--- config.mk ---
export PLATFORM = sky130hd
export DESIGN_NAME = burst_mover
export DESIGN_NICKNAME = d
export VERILOG_FILES = /design/src/rtl/bm_pkg.sv /design/src/rtl/bm_drain_ctrl.sv /design/src/rtl/bm_fill_ctrl.sv /design/src/rtl/burst_mover.sv
export SDC_FILE = /design/constraint.sdc
export NUM_CORES = 1
export LEC_CHECK = 0
export BUFFER_PORTS_ARGS = -buffer_cell sky130_fd_sc_hd__buf_2
export CAP_MARGIN = 0
export CORE_MARGIN = 8
export CORE_UTILIZATION = 48
export DETAILED_ROUTE_END_ITERATION = 10
export GPL_TIMING_DRIVEN = 1
export PLACE_DENSITY = 0.82
export SLEW_MARGIN = 20
export SYNTH_ARGS = -nofsm -noshare
export SYNTH_HDL_FRONTEND = slang
export SYNTH_HIERARCHICAL = 1
export SYNTH_SLANG_ARGS = --single-unit
--- constraint.sdc ---
create_clock -name clk -period 6.55 [get_ports clk]
set_input_delay 1.31 -clock clk [delete_from_list [all_inputs] [get_ports clk]]
set_output_delay 1.31 -clock clk [all_outputs]
set_load 0.05 [all_outputs]
--- src/rtl/bm_pkg.sv ---
package bm_pkg;

    typedef enum logic [1:0] {
        PH_IDLE  = 2'd0,
        PH_WRITE = 2'd1,
        PH_READ  = 2'd2
    } phase_e;

endpackage

--- src/rtl/bm_drain_ctrl.sv ---
module bm_drain_ctrl #(
    parameter int CNT_W    = 24,
    parameter int IN_DEPTH = 8192,
    parameter int LOW_MARK = 128,
    localparam int LVL_W   = $clog2(IN_DEPTH + 1)
) (
    input  logic             clk,
    input  logic             rst_n,
    input  logic             clr,
    input  logic             enable,
    input  logic [CNT_W-1:0] xfer_count,
    input  logic [LVL_W-1:0] cf_level,
    input  logic             ready,
    output logic             req,
    output logic [CNT_W-1:0] addr,
    output logic             done
);
    localparam logic [31:0] START_LVL = 32'(IN_DEPTH / 2);
    localparam logic [31:0] STOP_LVL  = 32'(LOW_MARK);

    typedef struct packed {
        logic             draining;
        logic [CNT_W-1:0] addr;
        logic             done;
    } st_t;

    st_t st_d, st_q;
    logic [CNT_W-1:0] remain;
    logic [31:0]      lvl;
    logic             active, tail;

    always_comb begin
        st_d   = st_q;
        lvl    = 32'(cf_level);
        remain = xfer_count - st_q.addr;
        active = enable && !st_q.done;
        tail   = (remain != '0) && (32'(remain) <= lvl);

        if (lvl >= START_LVL)
            st_d.draining = 1'b1;
        else if (lvl <= STOP_LVL)
            st_d.draining = 1'b0;

        req = active && (remain != '0) &&
              (tail || (st_q.draining && lvl > STOP_LVL));

        if (req && ready)
            st_d.addr = st_q.addr + 1'b1;
        if (active && remain == '0)
            st_d.done = 1'b1;

        if (clr)
            st_d = '0;
    end

    always_ff @(posedge clk or negedge rst_n) begin
        if (!rst_n) st_q <= '0;
        else        st_q <= st_d;
    end

    assign addr = st_q.addr;
    assign done = st_q.done;

    // a pop never happens at an empty level
    a_r3_no_underflow: assert property (@(posedge clk) disable iff (!rst_n)
        (req && ready) |-> (cf_level != '0));

    // nothing is requested once the count is complete
    a_r5_quiet_after_done: assert property (@(posedge clk) disable iff (!rst_n)
        done |-> !req);

endmodule

--- src/rtl/bm_fill_ctrl.sv ---
module bm_fill_ctrl #(
    parameter int CNT_W     = 24,
    parameter int OUT_DEPTH = 4096,
    parameter int OUT_MARK  = 128,
    localparam int LVL_W    = $clog2(OUT_DEPTH + 1)
) (
    input  logic             clk,
    input  logic             rst_n,
    input  logic             clr,
    input  logic             enable,
    input  logic [CNT_W-1:0] xfer_count,
    input  logic [LVL_W-1:0] of_level,
    input  logic             ready,
    input  logic             rvalid,
    output logic             req,
    output logic [CNT_W-1:0] addr,
    output logic             done
);
    localparam logic [31:0] LIMIT  = 32'(OUT_DEPTH - OUT_MARK);
    localparam logic [31:0] RESUME = 32'(OUT_MARK);

    typedef struct packed {
        logic             filling;
        logic [CNT_W-1:0] addr;
        logic [CNT_W-1:0] ret;
        logic             done;
    } st_t;

    st_t st_d, st_q;
    logic [CNT_W-1:0] inflight;
    logic [31:0]      proj;
    logic             active;

    always_comb begin
        st_d     = st_q;
        active   = enable && !st_q.done;
        inflight = st_q.addr - st_q.ret;
        proj     = 32'(of_level) + 32'(inflight);

        if (!st_q.filling && 32'(of_level) <= RESUME)
            st_d.filling = 1'b1;
        else if (st_q.filling && proj >= LIMIT)
            st_d.filling = 1'b0;

        req = active && (st_q.addr != xfer_count) && st_q.filling && (proj < LIMIT);

        if (req && ready)
            st_d.addr = st_q.addr + 1'b1;
        if (rvalid)
            st_d.ret = st_q.ret + 1'b1;
        if (active && st_q.ret == xfer_count)
            st_d.done = 1'b1;

        if (clr)
            st_d = '0;
    end

    always_ff @(posedge clk or negedge rst_n) begin
        if (!rst_n) st_q <= '0;
        else        st_q <= st_d;
    end

    assign addr = st_q.addr;
    assign done = st_q.done;

    // the output FIFO never rises past its guard band
    a_r7_fill_bound: assert property (@(posedge clk) disable iff (!rst_n)
        32'(of_level) <= LIMIT);

    // the done flag holds until clear
    a_r8_done_sticky: assert property (@(posedge clk) disable iff (!rst_n)
        (done && !clr) |=> done);

endmodule

--- src/rtl/burst_mover.sv ---
module burst_mover #(
    parameter int DATA_W    = 64,
    parameter int CNT_W     = 24,
    parameter int IN_DEPTH  = 8192,
    parameter int LOW_MARK  = 128,
    parameter int OUT_DEPTH = 4096,
    parameter int OUT_MARK  = 128,
    localparam int IN_LVL_W  = $clog2(IN_DEPTH + 1),
    localparam int OUT_LVL_W = $clog2(OUT_DEPTH + 1)
) (
    input  logic                 clk,
    input  logic                 rst_n,
    input  logic                 clr,
    input  logic [CNT_W-1:0]     xfer_count,
    input  logic                 wr_en,
    input  logic                 rd_en,
    input  logic [IN_LVL_W-1:0]  cf_level,
    input  logic [DATA_W-1:0]    cf_data,
    output logic                 cf_pop,
    output logic                 mem_req,
    output logic                 mem_we,
    output logic [CNT_W-1:0]     mem_addr,
    output logic [DATA_W-1:0]    mem_wdata,
    input  logic                 mem_ready,
    input  logic                 mem_rvalid,
    input  logic [DATA_W-1:0]    mem_rdata,
    input  logic [OUT_LVL_W-1:0] of_level,
    output logic                 of_push,
    output logic [DATA_W-1:0]    of_data,
    output logic                 wr_done,
    output logic                 rd_done
);
    import bm_pkg::*;

    logic             w_req, r_req, r_enable;
    logic [CNT_W-1:0] w_addr, r_addr;
    phase_e           phase;

    assign r_enable = rd_en && !(wr_en && !wr_done);

    bm_drain_ctrl #(
        .CNT_W(CNT_W), .IN_DEPTH(IN_DEPTH), .LOW_MARK(LOW_MARK)
    ) u_drain (
        .clk(clk), .rst_n(rst_n), .clr(clr), .enable(wr_en),
        .xfer_count(xfer_count), .cf_level(cf_level), .ready(mem_ready),
        .req(w_req), .addr(w_addr), .done(wr_done)
    );

    bm_fill_ctrl #(
        .CNT_W(CNT_W), .OUT_DEPTH(OUT_DEPTH), .OUT_MARK(OUT_MARK)
    ) u_fill (
        .clk(clk), .rst_n(rst_n), .clr(clr), .enable(r_enable),
        .xfer_count(xfer_count), .of_level(of_level), .ready(mem_ready),
        .rvalid(mem_rvalid), .req(r_req), .addr(r_addr), .done(rd_done)
    );

    always_comb begin
        if (w_req)      phase = PH_WRITE;
        else if (r_req) phase = PH_READ;
        else            phase = PH_IDLE;
    end

    assign mem_req   = (phase != PH_IDLE);
    assign mem_we    = (phase == PH_WRITE);
    assign mem_addr  = (phase == PH_WRITE) ? w_addr : r_addr;
    assign mem_wdata = cf_data;
    assign cf_pop    = w_req && mem_ready;
    assign of_push   = mem_rvalid;
    assign of_data   = mem_rdata;

    // the two phases never request together
    a_r6_phase_exclusive: assert property (@(posedge clk) disable iff (!rst_n)
        !(w_req && r_req));

    // a pop only ever accompanies an accepted write
    a_r1_pop_on_accept: assert property (@(posedge clk) disable iff (!rst_n)
        cf_pop |-> (mem_req && mem_we && mem_ready));

    // a stalled request is held unchanged
    a_r9_hold_stalled: assert property (@(posedge clk) disable iff (!rst_n)
        (mem_req && !mem_ready && !clr) |=>
            (mem_req && $stable(mem_addr) && $stable(mem_we)));

    // clear drops both done flags
    a_r10_clear: assert property (@(posedge clk) disable iff (!rst_n)
        clr |=> (!wr_done && !rd_done));

endmodule

# After elaboration in Yosys (flattened, before gate mapping)
# Index checks and enable logic that the tools add are counted.
[op_classes]
addsub = 6
order_cmp = 7
n_eq_ne = 3
muxes = 14
reduce_logical = 31
[ops]
columns = ["cell", "count"]
rows = [
  ["$mux 24", 4],
  ["$add 24x1->24 const B", 3],
  ["$mux 50", 1],
  ["$sub 24x24->24", 2],
  ["$ge 32x12->1 const B", 1],
  ["$lt 32x12->1 const B", 1],
  ["$mux 26", 1],
  ["$add 13x24->25", 1],
  ["$eq 24x24->1", 1],
  ["$le 24x14->1", 1],
  ["$logic_not 24->1", 1],
  ["$ne 24x24->1", 1],
  ["$reduce_bool 24->1", 1],
  ["$logic_and 1x1->1", 16],
  ["$ge 14x13->1 const B", 1],
  ["$gt 14x8->1 const B", 1],
  ["$le 14x8->1 const B", 1],
  ["$le 13x8->1 const B", 1],
  ["$reduce_bool 2->1", 6],
  ["$mux 1", 6],
  ["$reduce_bool 3->1", 2],
  ["$logic_not 1->1", 4],
  ["$mux 2", 2],
  ["$eq 2x1->1 const B", 1],
  ["$logic_or 1x1->1", 1],
]
[totals]
reg_bits = 76
inputBits = 186
wordCells = 68

# Longest topological paths before layout
[logic_depth]
depth_word = 12
depth_mapped = 24

# Cells and area by module
# Netlist, hierarchy kept.
[modules_own_cells]
columns = ["mod", "instances", "cells_each", "area_each_um2", "seq_area_each_um2"]
rows = [
  ["bm_fill_ctrl", 1, 671, 5341.4, 1251.2],
  ["bm_drain_ctrl", 1, 493, 3936.3, 650.6],
  ["burst_mover", 1, 161, 1385.1, 0.0],
]

# Least setup slack after synthesis
# Ideal clock, no wire load.
[synth_path]
path_type = "input port to output port"
from = "input port xfer_count[0]"
to = "output port cf_pop"
arrival_ns = 5.283
t_required_ns = 5.240
slack_ns = -0.043
stages = 21
path_cell_list = "inv_1 > ha_1 > fa_1 > nand2b_1 > a21oi_2 > o21ba_2 > nor2_1 > o21ai_0 > xor2_1 > ha_1 > o21a_1 > nor2_1 > a21oi_1 > o21a_1 > o31a_1 > buf_6 > buf_6 > nor4b_1 > buf_6 > buf_12 > and2_1"
[synth_between]
elab_chain_len = 6
[synth_rtl]
columns = ["element", "line_no", "source"]
rows = [
  ["start: declaration", "burst_mover.sv:14", "input logic [CNT_W-1:0] xfer_count,"],
  ["$sub 24x24->24 *", "bm_drain_ctrl.sv:35", "remain = xfer_count - st_q.addr;"],
  ["$le 24x14->1 or $reduce_bool 24->1 (tied branches)", "bm_drain_ctrl.sv:37, bm_drain_ctrl.sv:44", ""],
  ["$logic_and 1x1->1", "bm_drain_ctrl.sv:37", "tail = (remain != '0) && (32'(remain) <= lvl);"],
  ["$logic_or 1x1->1", "bm_drain_ctrl.sv:45", "(tail || (st_q.draining && lvl > STOP_LVL));"],
  ["$logic_and 1x1->1 *", "bm_drain_ctrl.sv:44", "req = active && (remain != '0) &&"],
  ["via w_req", "burst_mover.sv:35", "logic w_req, r_req, r_enable;"],
  ["$logic_and 1x1->1 *", "burst_mover.sv:67", "assign cf_pop = w_req && mem_ready;"],
  ["end: declaration", "burst_mover.sv:19", "output logic cf_pop,"],
]
# The timed path passes the listed nets; every way through them passes the cells marked *.

# Final worst setup path
[layout_path]
from = "input port xfer_count[0]"
to = "output port mem_addr[5]"
[layout_between]
elab_chain_len = 8
[layout_rtl]
columns = ["element", "line_no", "source"]
rows = [
  ["$sub 24x24->24 or $ne 24x24->1 (tied branches)", "bm_drain_ctrl.sv:35, bm_fill_ctrl.sv:45", ""],
  ["$le 24x14->1, or another cell as far along", "bm_drain_ctrl.sv:37", ""],
  ["$logic_and 1x1->1 (on tied branches)", "bm_drain_ctrl.sv:37, bm_fill_ctrl.sv:45", ""],
  ["$logic_or 1x1->1 or $logic_and 1x1->1 (tied branches)", "bm_drain_ctrl.sv:45, bm_fill_ctrl.sv:45", ""],
  ["$logic_and 1x1->1 or $mux 2 (tied branches)", "bm_drain_ctrl.sv:44, burst_mover.sv:59", ""],
  ["$mux 2 *", "burst_mover.sv:58", "if (w_req) phase = PH_WRITE;"],
  ["$eq 2x1->1 *", "burst_mover.sv:65", "assign mem_addr = (phase == PH_WRITE) ? w_addr : r_addr;"],
  ["$mux 24 *", "burst_mover.sv:65", ""],
  ["end: declaration", "burst_mover.sv:22", "output logic [CNT_W-1:0] mem_addr,"],
]
# Every way passes the cells marked *; elsewhere a longest branch is shown, timed or not.

==> metrics.md <==
| Metric | Value |
|---|---|
| Final setup fails | `0` |
| Sequential share of power | `32.5%` |
| Sw Ratio | `33.78%` |
| Area of the multi-input gates | `roughly 0.0071 mm2` |
| Pint | `just under 1 mW` |
| Fillers | `slightly below 2000` |
| Max VDD drop | `~0.00011 V` |
| Syn_area_per_cell | `8.047 um2` |
| Post-Syn Nets | `1592` |
| Worst Path Max Fanout | `8` |
| Core Rows | `54` |
| GP Congestion | `0.9845` |
| I/O Buffers | `between 80 and 90` |
| Max Clk Rate | `approximately 160 MHz` |
| Largest net degree at the start of global routing | `just over 100` |
| Final Cycle Share | `roughly 98%` |
| Syn Std Cell Area | `0.01066 mm2` |
| Synthesized netlist cell count | `approximately 1300` |
| Distinct cell type count after synthesis | `82` |
| WS Path Type | `in2out` |
| Largest area contributor in the synthesized netlist | `dfrtp_1` |
| Vias in the first global route | `about 9100` |
| Total Wirelength | `30120 um` |
| CP arrival | `5.13 ns` |
| Ant. Diodes | `0` |
| CTS tree | `yes` |
| Area grow syn2layout | `1.631%` |
| Residual DRC count | `0` |
| Max-slew violation count | `0` |
| Crit path from | `xfer_count[0]` |
| Hold/Removal Path Class | `reg2reg` |
| Layout cells sized above 1 | `21.74%` |
| Reg area | `between 0.0015 and 0.002 mm2` |
| Max-cap violation count | `0` |
| First-pass GRT wire length | `approximately 46000 um` |
| CTS Sinks | `76` |
| Initial Util | `between 40% and 50%` |
| Placed cell count | `1518` |
| Seq/Total Area, Yosys | `17.84%` |
| EDFF count, synth | `0` |
| Share of flip-flops with an asynchronous set or reset | `between 90% and 100%` |
| Comb pwr share | `approximately a third` |
| Initial antenna violation count | `0` |
| Initial DRC count | `roughly 790` |
| Fin. Hold Viols | `0` |
| TritonCTS Buffers | `9` |
| P_sw | `just under 0.5 mW` |
| Pwr dens | `roughly 130 mW/mm2` |
| Worst Path Required | `approximately 5.2 ns` |
| Critical Path Sink Type | `output port` |
| GR Overflow Total | `0` |
| Via count | `~9400` |
| Pre-Repair DR Iteration Count | `5` |
| Launching point of the worst reg2reg path | `u_fill/addr[0]$_DFFE_PN0P_` |
| GRT Total Usage | `a little over a fifth` |
| Final setup skew | `0.005772 ns` |
| H-tree depth | `3` |
| Die Wd | `about 170 um` |
| # IOs | `around 340` |
| Root Driver | `clkbuf_16` |
| Worst Setup Start Kind | `input port` |
| Post-route minimum period | `between 6 and 7 ns` |
| Die Y | `between 150 and 200 um` |
| Synth top area share | `17.84%` |
| Least-Margin Pin Slew | `about 1.1 ns` |
| Synth Warn # | `6` |
| Core area | `around 0.022 mm2` |
| Seq cells post-synth | `between 70 and 80` |
| Reg clk slew, reported paths | `~0.06 ns` |
| Final core utilization | `a little under 50%` |
| Die area | `around 0.027 mm2` |
| Detailed Place HPWL | `between 20000 and 25000 um` |
| Min-delay src | `u_drain/st_q[25]$_DFFE_PN0P_` |
| Finished Layout Cells | `1536` |
| Longest Clk Path Bufs | `2` |
| Primary FF master, synth | `dfrtp_1` |
| Status | `complete, no violations` |
| Fin nets | `1519` |
| Avg WL per Cell | `19.61 um` |
| Clk_lat worst skew | `0.34 ns` |
| Worst r2r path cells | `22` |
| Routed Antenna Nets | `0` |
| Leakage power | `~4.7 nW` |
| Hold path cells | `2` |
| Ranking of synthesized cells by area | `dfrtp_1 (18%), buf_4 (13%), ha_1 (9.2%)` |
| Post-DR vias/cell | `between 6 and 7` |
| Slew margin rel. | `a little over a quarter` |
| Clk pwr share | `about a third` |
registers in the layout (all words and copies together) (netlist names):
| name | cells |
|---|---|
| u_fill/done | 1 |
| u_drain/done | 1 |
| u_drain/st_q | 1 |
| u_fill/st_q | 25 |
| u_drain/addr | 24 |
| u_fill/addr | 24 |
critical path, cell delays in order:
cell and delay [ns]:
buf_6 0.07, inv_1 0.03, ha_2 0.19, fa_2 0.40
nand2b_4 0.16, a21oi_4 0.18, o21ba_4 0.15, nor2_2 0.04
xnor2_1 0.23, ha_1 0.27, and4_1 0.16, and2_4 0.14
o21ai_2 0.05, a21oi_1 0.05, o21a_1 0.17, o31a_1 0.35
nor4b_4 0.33, buf_4 0.20, buf_8 0.15, mux2_4 0.32
buf_8 0.15
power groups by stage:
stage	combinational, mW	sequential, mW	clock, mW
finish	0.485	0.473	0.499
global route	0.531	0.473	0.521
CTS	0.455	0.473	0.505
detailed placement	0.445	0.482	0
global placement	0.435	0.482	0
floorplan	0.529	0.483	0
cell usage in the layout (no fill, tap or decap), drive strengths merged, types with 16 or more instances in the layout:
| cell | n |
|---|---|
| buf | 138 |
| nor2 | 126 |
| a21oi | 87 |
| nand2 | 86 |
| ha | 78 |
| inv | 76 |
| xnor2 | 76 |
| dfrtp | 76 |
| nand3 | 48 |
| mux2 | 48 |
| o21ai | 43 |
| xor2 | 37 |
| nor4 | 36 |
| nand4 | 34 |
| nor3 | 26 |
| or3 | 20 |
| a21o | 16 |
| and3 | 16 |
final timing paths:
| path | endpoint | slack (ns) |
|---|---|---|
| min in group asynchronous | u_fill/addr[9]$_DFFE_PN0P_ | 1.00 |
| setup reg to reg | u_fill/addr[17]$_DFFE_PN0P_ | 0.94 |
| hold / removal | u_drain/st_q[25]$_DFFE_PN0P_ | 0.62 |
| max in group asynchronous | u_fill/st_q[7]$_DFFE_PN0P_ | 4.99 |
| setup / recovery | mem_addr[5] | 0.11 |
| hold reg to reg | u_drain/st_q[25]$_DFFE_PN0P_ | 0.62 |
cells by family (layout without fill, tap and decap cells):
family / Yosys count / after routing / share of synthesized area (%)
AND/OR/NAND/NOR: 460 / 460 / 23.14
multiplexers: 50 / 50 / 6.419
buffers and inverters: 298 / 229 / 17.95
flip-flops: 76 / 76 / 17.84
AO/OA/AOI/OAI: 247 / 247 / 15.65
adder cells (fa/ha/maj): 81 / 81 / 9.716
XOR/XNOR: 113 / 113 / 9.282
through the flow:
stage,setup TNS (ns),hold WS [ns],power (mW),setup WS [ns],area [um2]
after floorplan,0,0.5293,1.012,0.06565,10670
after global placement,-0.2633,0.5861,0.9169,-0.04514,10200
after detailed placement,-1.260,0.6079,0.9268,-0.08843,10200
after CTS,0,0.6174,1.434,0.03867,10560
after global routing,-0.2183,0.6567,1.525,-0.02051,10840
final,0,0.6159,1.457,0.1103,10840
layer usage:
| layer | track usage (%) | vias to the layer above | routed length (um) |
|---|---|---|---|
| met5 | 0 | - | 0 |
| met1 | 26.06 | 4492 | 12260 |
| met2 | 34.62 | 419 | 14130 |
| met4 | 12.12 | 0 | 1342 |
| met3 | 3.764 | 119 | 2397 |
| li1 | - | 4363 | - |
what timing repair did:
action                                 4_1_cts  5_1_grt
endpoints found under the hold margin        0        0
gates cloned                                 1        0
setup endpoints to repair                   25       27
setup buffers                                2        0
pin swaps                                    5       21
gates resized for setup                     19       73
hold buffers                                 0        0
cell usage after synthesis (5+ instances only):
master	count
dfrtp_1	76
and3_1	16
o21a_1	11
buf_4	179
xnor2_1	76
a211oi_1	5
nor4b_1	8
mux2_4	33
o2111ai_1	7
o21ai_1	7
nor4_2	15
nand3_1	48
o211ai_1	9
and2_1	8
buf_6	5
a21oi_1	84
nor3_1	25
ha_1	78
nand4_1	33
nor2_1	126
mux2_2	14
a211o_1	5
a21o_1	16
buf_2	8
nand2_1	86
nor4_1	20
inv_1	76
o31a_1	5
o21ai_0	34
or3_1	18
nor2b_1	11
xor2_1	37
nand2b_1	9
o31ai_1	13
clkbuf_1	24
or4_1	13
layout make-up:
cell class	count	share of cell area, %
Multi-Input combinational cell	951	65.24
Tap cell	280	3.233
Inverter	76	2.633
Timing Repair Buffer	138	8.717
Clock buffer	11	2.148
Clock inverter	4	0.4734
Sequential cell	76	17.56
No activity file was read; power rests on OpenSTA's default activity.
